### src/rtl/awd_pkg.sv
package awd_pkg;
    localparam int PA_W    = 44;
    localparam int GRAN_LSB = 26;
    localparam int BND_W   = PA_W - GRAN_LSB;
    localparam int BND_POS = 10;
    localparam int TGT_W   = 4;
    localparam int TGT_POS = 8;
    localparam int DATA_W  = 32;
    localparam int BYP_POS = 1;

    typedef struct packed {
        logic              en;
        logic [TGT_W-1:0]  tgt;
        logic [BND_W-1:0]  lo;
        logic [BND_W-1:0]  hi;
    } win_cfg_t;
endpackage

### src/rtl/awd_regfile.sv
module awd_regfile
    import awd_pkg::*;
#(
    parameter int NUM_WIN = 16,
    localparam int IDX_W  = $clog2(NUM_WIN),
    localparam int SPAN_W = IDX_W + 4,
    localparam int RA_W   = SPAN_W + 1
) (
    input  logic                   clk,
    input  logic                   rst_n,
    input  logic                   wr_i,
    input  logic [RA_W-1:0]        addr_i,
    input  logic [DATA_W-1:0]      wdata_i,
    output logic [DATA_W-1:0]      rdata_o,
    output win_cfg_t [NUM_WIN-1:0] cfg_o,
    output logic                   bypass_o
);
    typedef struct packed {
        win_cfg_t [NUM_WIN-1:0] win;
        logic                   bypass;
    } rf_t;

    rf_t st_d, st_q;

    logic [IDX_W-1:0] idx;
    logic [1:0]       word;
    logic             in_win;
    logic             is_gctl;

    assign idx     = addr_i[SPAN_W-1:4];
    assign word    = addr_i[3:2];
    assign in_win  = !addr_i[RA_W-1];
    assign is_gctl = addr_i[RA_W-1] && (addr_i[SPAN_W-1:0] == '0);

    always_comb begin
        st_d = st_q;
        if (wr_i) begin
            if (is_gctl) begin
                st_d.bypass = wdata_i[BYP_POS];
            end else if (in_win) begin
                case (word)
                    2'd0: begin
                        st_d.win[idx].en  = wdata_i[0];
                        st_d.win[idx].tgt = wdata_i[TGT_POS +: TGT_W];
                    end
                    2'd2: st_d.win[idx].lo = wdata_i[BND_POS +: BND_W];
                    2'd3: st_d.win[idx].hi = wdata_i[BND_POS +: BND_W];
                    default: ;
                endcase
            end
        end
    end

    always_ff @(posedge clk) begin
        if (!rst_n) st_q <= '0;
        else        st_q <= st_d;
    end

    always_comb begin
        rdata_o = '0;
        if (is_gctl) begin
            rdata_o[BYP_POS] = st_q.bypass;
        end else if (in_win) begin
            case (word)
                2'd0: begin
                    rdata_o[0]                = st_q.win[idx].en;
                    rdata_o[TGT_POS +: TGT_W] = st_q.win[idx].tgt;
                end
                2'd2: rdata_o[BND_POS +: BND_W] = st_q.win[idx].lo;
                2'd3: rdata_o[BND_POS +: BND_W] = st_q.win[idx].hi;
                default: ;
            endcase
        end
    end

    assign cfg_o    = st_q.win;
    assign bypass_o = st_q.bypass;


    bypass_wr_chk: assert property (@(posedge clk) disable iff (!rst_n)
        (wr_i && is_gctl) |=> (bypass_o == $past(wdata_i[BYP_POS])));


    ctrl_keeps_bounds_chk: assert property (@(posedge clk) disable iff (!rst_n)
        (wr_i && in_win && word == 2'd0) |=>
            (cfg_o[$past(idx)].lo == $past(cfg_o[idx].lo)) &&
            (cfg_o[$past(idx)].hi == $past(cfg_o[idx].hi)));
endmodule

### src/rtl/awd_match.sv
module awd_match
    import awd_pkg::*;
#(
    parameter int NUM_WIN = 16
) (
    input  win_cfg_t [NUM_WIN-1:0] cfg_i,
    input  logic [PA_W-1:0]        addr_i,
    output logic [NUM_WIN-1:0]     match_o
);
    logic [BND_W-1:0] chunk;
    assign chunk = addr_i[PA_W-1:GRAN_LSB];

    for (genvar n = 0; n < NUM_WIN; n++) begin : g_win
        logic ge_lo, le_hi;
        assign ge_lo      = (chunk >= cfg_i[n].lo);
        assign le_hi      = (chunk <= cfg_i[n].hi);
        assign match_o[n] = cfg_i[n].en && ge_lo && le_hi;
    end
endmodule

### src/rtl/awd_select.sv
module awd_select
    import awd_pkg::*;
#(
    parameter int NUM_WIN = 16
) (
    input  logic                   clk,
    input  logic                   rst_n,
    input  logic                   valid_i,
    input  logic [NUM_WIN-1:0]     match_i,
    input  logic [NUM_WIN-1:0]     en_i,
    input  win_cfg_t [NUM_WIN-1:0] cfg_i,
    input  logic                   bypass_i,
    output logic                   valid_o,
    output logic                   hit_o,
    output logic                   miss_o,
    output logic [TGT_W-1:0]       tgt_o
);
    typedef struct packed {
        logic             valid;
        logic             hit;
        logic             miss;
        logic [TGT_W-1:0] tgt;
    } res_t;

    res_t res_d, res_q;
    logic [TGT_W-1:0] win_tgt;

    always_comb begin
        win_tgt = '0;
        for (int n = NUM_WIN - 1; n >= 0; n--) begin
            if (match_i[n]) win_tgt = cfg_i[n].tgt;
        end
    end

    always_comb begin
        res_d.valid = valid_i;
        res_d.hit   = valid_i && (match_i != '0);
        res_d.miss  = valid_i && (match_i == '0) && !bypass_i;
        res_d.tgt   = res_d.hit ? win_tgt : '0;
    end

    always_ff @(posedge clk) begin
        if (!rst_n) res_q <= '0;
        else        res_q <= res_d;
    end

    assign valid_o = res_q.valid;
    assign hit_o   = res_q.hit;
    assign miss_o  = res_q.miss;
    assign tgt_o   = res_q.tgt;


    en_gate_chk: assert property (@(posedge clk) disable iff (!rst_n)
        (match_i & ~en_i) == '0);


    hit_src_chk: assert property (@(posedge clk) disable iff (!rst_n)
        hit_o |-> $past(valid_i && match_i != '0));


    miss_src_chk: assert property (@(posedge clk) disable iff (!rst_n)
        miss_o |-> $past(valid_i && match_i == '0 && !bypass_i));


    hit_miss_excl_chk: assert property (@(posedge clk) disable iff (!rst_n)
        !(hit_o && miss_o));
endmodule

### src/rtl/addr_win_decoder.sv
module addr_win_decoder
    import awd_pkg::*;
#(
    parameter int NUM_WIN = 16,
    localparam int RA_W   = $clog2(NUM_WIN) + 5
) (
    input  logic              clk,
    input  logic              rst_n,
    input  logic              cfg_wr,
    input  logic [RA_W-1:0]   cfg_addr,
    input  logic [DATA_W-1:0] cfg_wdata,
    output logic [DATA_W-1:0] cfg_rdata,
    input  logic              req_valid,
    input  logic [PA_W-1:0]   req_addr,
    output logic              dec_valid,
    output logic              dec_hit,
    output logic              dec_miss,
    output logic [TGT_W-1:0]  dec_target
);
    win_cfg_t [NUM_WIN-1:0] cfg;
    logic                   bypass;
    logic [NUM_WIN-1:0]     match;
    logic [NUM_WIN-1:0]     en_vec;

    for (genvar n = 0; n < NUM_WIN; n++) begin : g_en
        assign en_vec[n] = cfg[n].en;
    end

    awd_regfile #(.NUM_WIN(NUM_WIN)) i_regs (
        .clk(clk), .rst_n(rst_n), .wr_i(cfg_wr), .addr_i(cfg_addr),
        .wdata_i(cfg_wdata), .rdata_o(cfg_rdata), .cfg_o(cfg),
        .bypass_o(bypass)
    );

    awd_match #(.NUM_WIN(NUM_WIN)) i_match (
        .cfg_i(cfg), .addr_i(req_addr), .match_o(match)
    );

    awd_select #(.NUM_WIN(NUM_WIN)) i_sel (
        .clk(clk), .rst_n(rst_n), .valid_i(req_valid), .match_i(match),
        .en_i(en_vec), .cfg_i(cfg), .bypass_i(bypass),
        .valid_o(dec_valid), .hit_o(dec_hit), .miss_o(dec_miss),
        .tgt_o(dec_target)
    );


    idle_out_chk: assert property (@(posedge clk) disable iff (!rst_n)
        !$past(req_valid) |-> !(dec_valid || dec_hit || dec_miss));
endmodule

### config.mk
export PLATFORM = sky130hd
export DESIGN_NAME = addr_win_decoder
export DESIGN_NICKNAME = d
export VERILOG_FILES = /design/src/rtl/awd_pkg.sv /design/src/rtl/awd_regfile.sv /design/src/rtl/awd_match.sv /design/src/rtl/awd_select.sv /design/src/rtl/addr_win_decoder.sv
export SDC_FILE = /design/constraint.sdc
export NUM_CORES = 2
export LEC_CHECK = 0
export BUFFER_PORTS_ARGS = -buffer_cell sky130_fd_sc_hd__buf_2
export CORE_ASPECT_RATIO = 0.5
export CORE_MARGIN = 2
export CORE_UTILIZATION = 65
export DETAILED_ROUTE_END_ITERATION = 6
export PLACE_DENSITY = 0.83
export SYNTH_ARGS = -nofsm -noshare
export SYNTH_HDL_FRONTEND = slang
export SYNTH_SLANG_ARGS = --single-unit
### constraint.sdc
create_clock -name clk -period 9.5 [get_ports clk]
set_input_delay 0.475 -clock clk [delete_from_list [all_inputs] [get_ports clk]]
set_output_delay 0.475 -clock clk [all_outputs]
set_load 0.01 [all_outputs]
==> key figures <==
Status
  – Outcome: complete, no violations

Critical path
  – Type of origin of the critical path: input port
  – Critical Path Max Stage Delay: approximately 0.8 ns
  – CP bufs+invs: 3
  – Setup CP Type: in -> out
  – Most used cell, CP: mux4_2
  – CP cell instances: buf_8 -> buf_4 -> mux4_2 -> mux4_2 -> mux2_2 -> a22oi_1 -> nor2_1 -> buf_2
  – Crit path DAT: about 4 ns
  – CP top delay family: multiplexers
  – Slowest stage cell, crit path: buf_4
  – Max FO, Critical Path: between 70 and 80
  – Critical Path RT: 9.03 ns
  – Setup crit end kind: output port

Timing
  – Final hold vios: 0
  – Fmax: about 220 MHz
  – Final worst-path cycle share: 0.470
  – Crit path time final: between 4 and 5 ns
  – Final worst slack: between 5 and 6 ns
  – Final setup viols: 0
  – Relative slew slack: 0.107
  – Unrepaired setup endpoints after global routing: false
  – Setup TNS: 0 ns
  – Worst Skew: between 0.02 and 0.025 ns
  – Worst-margin pin slew: between 1 and 1.5 ns
  – Final Slew Violations: 0

Clock network
  – H-tree depth: 2
  – CTS root buf: clkbuf_16
  – Postcts setup bufs: 0
  – Post-CTS sizing: 0
  – Clk_lat worst skew: 0.69 ns
  – Clk slew on worst S/H paths: about 0.070 ns
  – Cts bufs inserted: 60
  – TritonCTS Sinks: ~660
  – CTS Hold Buffers Added: 0
  – CTS tree: done
  – Max Root-Sink Buffers: 3

Placement
  – Gpl congestion: ~1.1
  – Placed cells: 6,175
  – PortBufs: 81
  – Post-DP Area: 46,100 µm²
  – Final HPWL DP: about 110,000 µm
  – Pre-CTS setup slack: slightly above 5 ns

GRT
  – Vias in the first global route: 39,800
  – First-pass GRT wire length: around 240,000 µm
  – Initial antenna violation count: 10
  – Met1 Use GR: 0.572
  – Grt peak-use layer: met2
  – Met3 usage in global routing: 0.199
  – GRT Util Overall: 0.435
  – GRT Residual Overflow: 0
  – GRT met2 Usage: 0.613
  – Largest net degree at the start of global routing: around 300

Drt
  – Drt drc: 0
  – Wire length per cell: ~25 µm
  – Vias/cell: 6.56
  – Overall routed net length: ~160,000 µm
  – First DRT Iteration DRCs: roughly 5,300
  – DR vias: between 40,000 and 50,000
  – DRT Pass-1 Iters: 7
  – Post-route ant nets: 0

Power and ir drop
  – Maximum resistive drop on vdd: between 150 and 200 µV
  – Leak: 0.0163 µW
  – Power per cell area: 132 nW/µm²

Final layout
  – Layout cell share with drive strength beyond 1: 0.0900
  – Post-route cell area: 48,300 µm²
  – # fillers: 5,149
  – Nets: 5,992
  – Layout Utilization: 0.702
  – Final Non-Filler Cells: around 6,300
  – Synth-to-Final Area Change: 7.18%

Yosys
  – Post-synthesis sequential area ratio: 0.295
  – Mapped Cells: around 5,400
  – Synth cell count leaders: nand2_1, dfxtp_1, a21boi_0
  – Seq cells post-synth: 664
  – Main synth FF type: dfxtp_1
  – Yosys top cell by area: dfxtp_1
  – Syn_area_per_cell: 8.35 µm²
  – Top-count cell post-synth: nand2_1
  – Async set-reset flop share out of synthesis: 0
  – Synth area leaders: dfxtp_1, ha_1, nand2_1
  – Top cell type's share of synthesized area: 0.295
  – Synthesized area: roughly 45,000 µm²
  – Number of synthesized flops with an enable pin: 0
  – Distinct cells, synth: 77
  – Synth Warn #: 0

Die
  – # rows: 68
  – Core ar.: 68,800 µm²
  – IO Pins: 128
  – Die ar.: around 72,000 µm²
  – Initial Util: 0.655
  – Die H: roughly 190 µm
  – Die width: between 300 and 400 µm

Flow run
  – Max cap viols: 0

Min path
  – Hold/Removal Path Class: in -> reg
==> layout by cell type, fill, tap and decap left out, types with 33 or more instances in the layout <==
| cell type | count |
|---|---|
| nand3_1 | 107 |
| o21ai_0 | 107 |
| a21o_1 | 50 |
| nand2b_1 | 33 |
| buf_2 | 77 |
| nand2_1 | 1348 |
| mux4_2 | 205 |
| a21oi_1 | 153 |
| a211oi_1 | 47 |
| nor2_1 | 133 |
| mux2i_1 | 45 |
| nand4_1 | 77 |
| buf_4 | 57 |
| nor2b_1 | 57 |
| dfxtp_1 | 664 |
| inv_1 | 572 |
| clkbuf_16 | 61 |
| ha_1 | 576 |
| a21boi_0 | 633 |
==> report_power, final <==
part	switching [µW]	total [µW]	internal (µW)
Clock	1240	2860	1630
Sequential	6.00	2790	2790
Combinational	476	726	249
==> final timing paths <==
check,start,endpoint,slack [ns],cells after the start
max reg2reg,register,i_sel.tgt_o[3]$_SDFF_PN0_,5.66,11
max,cfg_addr[4],cfg_rdata[11],5.04,8
min reg2reg,register,register,0.48,2
min,req_valid,i_sel.valid_o$_SDFF_PN0_,0.07,2
==> per-stage QoR <==
| stage | hold WS, ns | total power (µW) |
|---|---|---|
| final | 0.0708 | 6380 |
| after global routing | 0.0903 | 6520 |
| after CTS | 0.0578 | 6330 |
| after detailed placement | 0.470 | 3540 |
| after global placement | 0.463 | 3510 |
| after floorplan | 0.448 | 3290 |
==> layout make-up <==
| cell class | instances | area (µm²) | share of cell area |
|---|---|---|---|
| inverters | 573 | 2150 | 0.0445 |
| multi-input cells | 3890 | 28600 | 0.592 |
| flip-flops and latches | 664 | 13300 | 0.275 |
| clock inverters | 38 | 552 | 0.0114 |
| well taps | 910 | 1140 | 0.0236 |
| diodes | 3 | 7.51 | 0.000155 |
| clock buffers | 76 | 1700 | 0.0352 |
| repair buffers | 138 | 875 | 0.0181 |
==> worst reg2reg max path: stages, from the launching register on <==
cell and delay, ns:
dfxtp_1 0.36, inv_1 0.05, ha_1 0.28, a211o_1 0.26, o211ai_1 0.15, nand4b_1 0.18
o31ai_1 0.62, nand4b_1 0.81, a311oi_1 0.54, a211oi_1 0.09, o211ai_1 0.24, and3b_1 0.18
==> per-layer routing <==
| metal | wire length, µm | up-vias |
|---|---|---|
| met4 | 7650 | 12 |
| met5 | 125 | - |
| met3 | 29100 | 487 |
| met2 | 61900 | 2737 |
| met1 | 59000 | 19600 |
| li1 | - | 18400 |
==> cells by family after synthesis <==
kind of cell,synth area share
flops,0.295
fa+ha+maj,0.160
buf+inv,0.0722
simple gates,0.176
mux,0.113
other cells,0.0000832
compound gates,0.184
No activity file was read; power rests on OpenSTA's default activity.
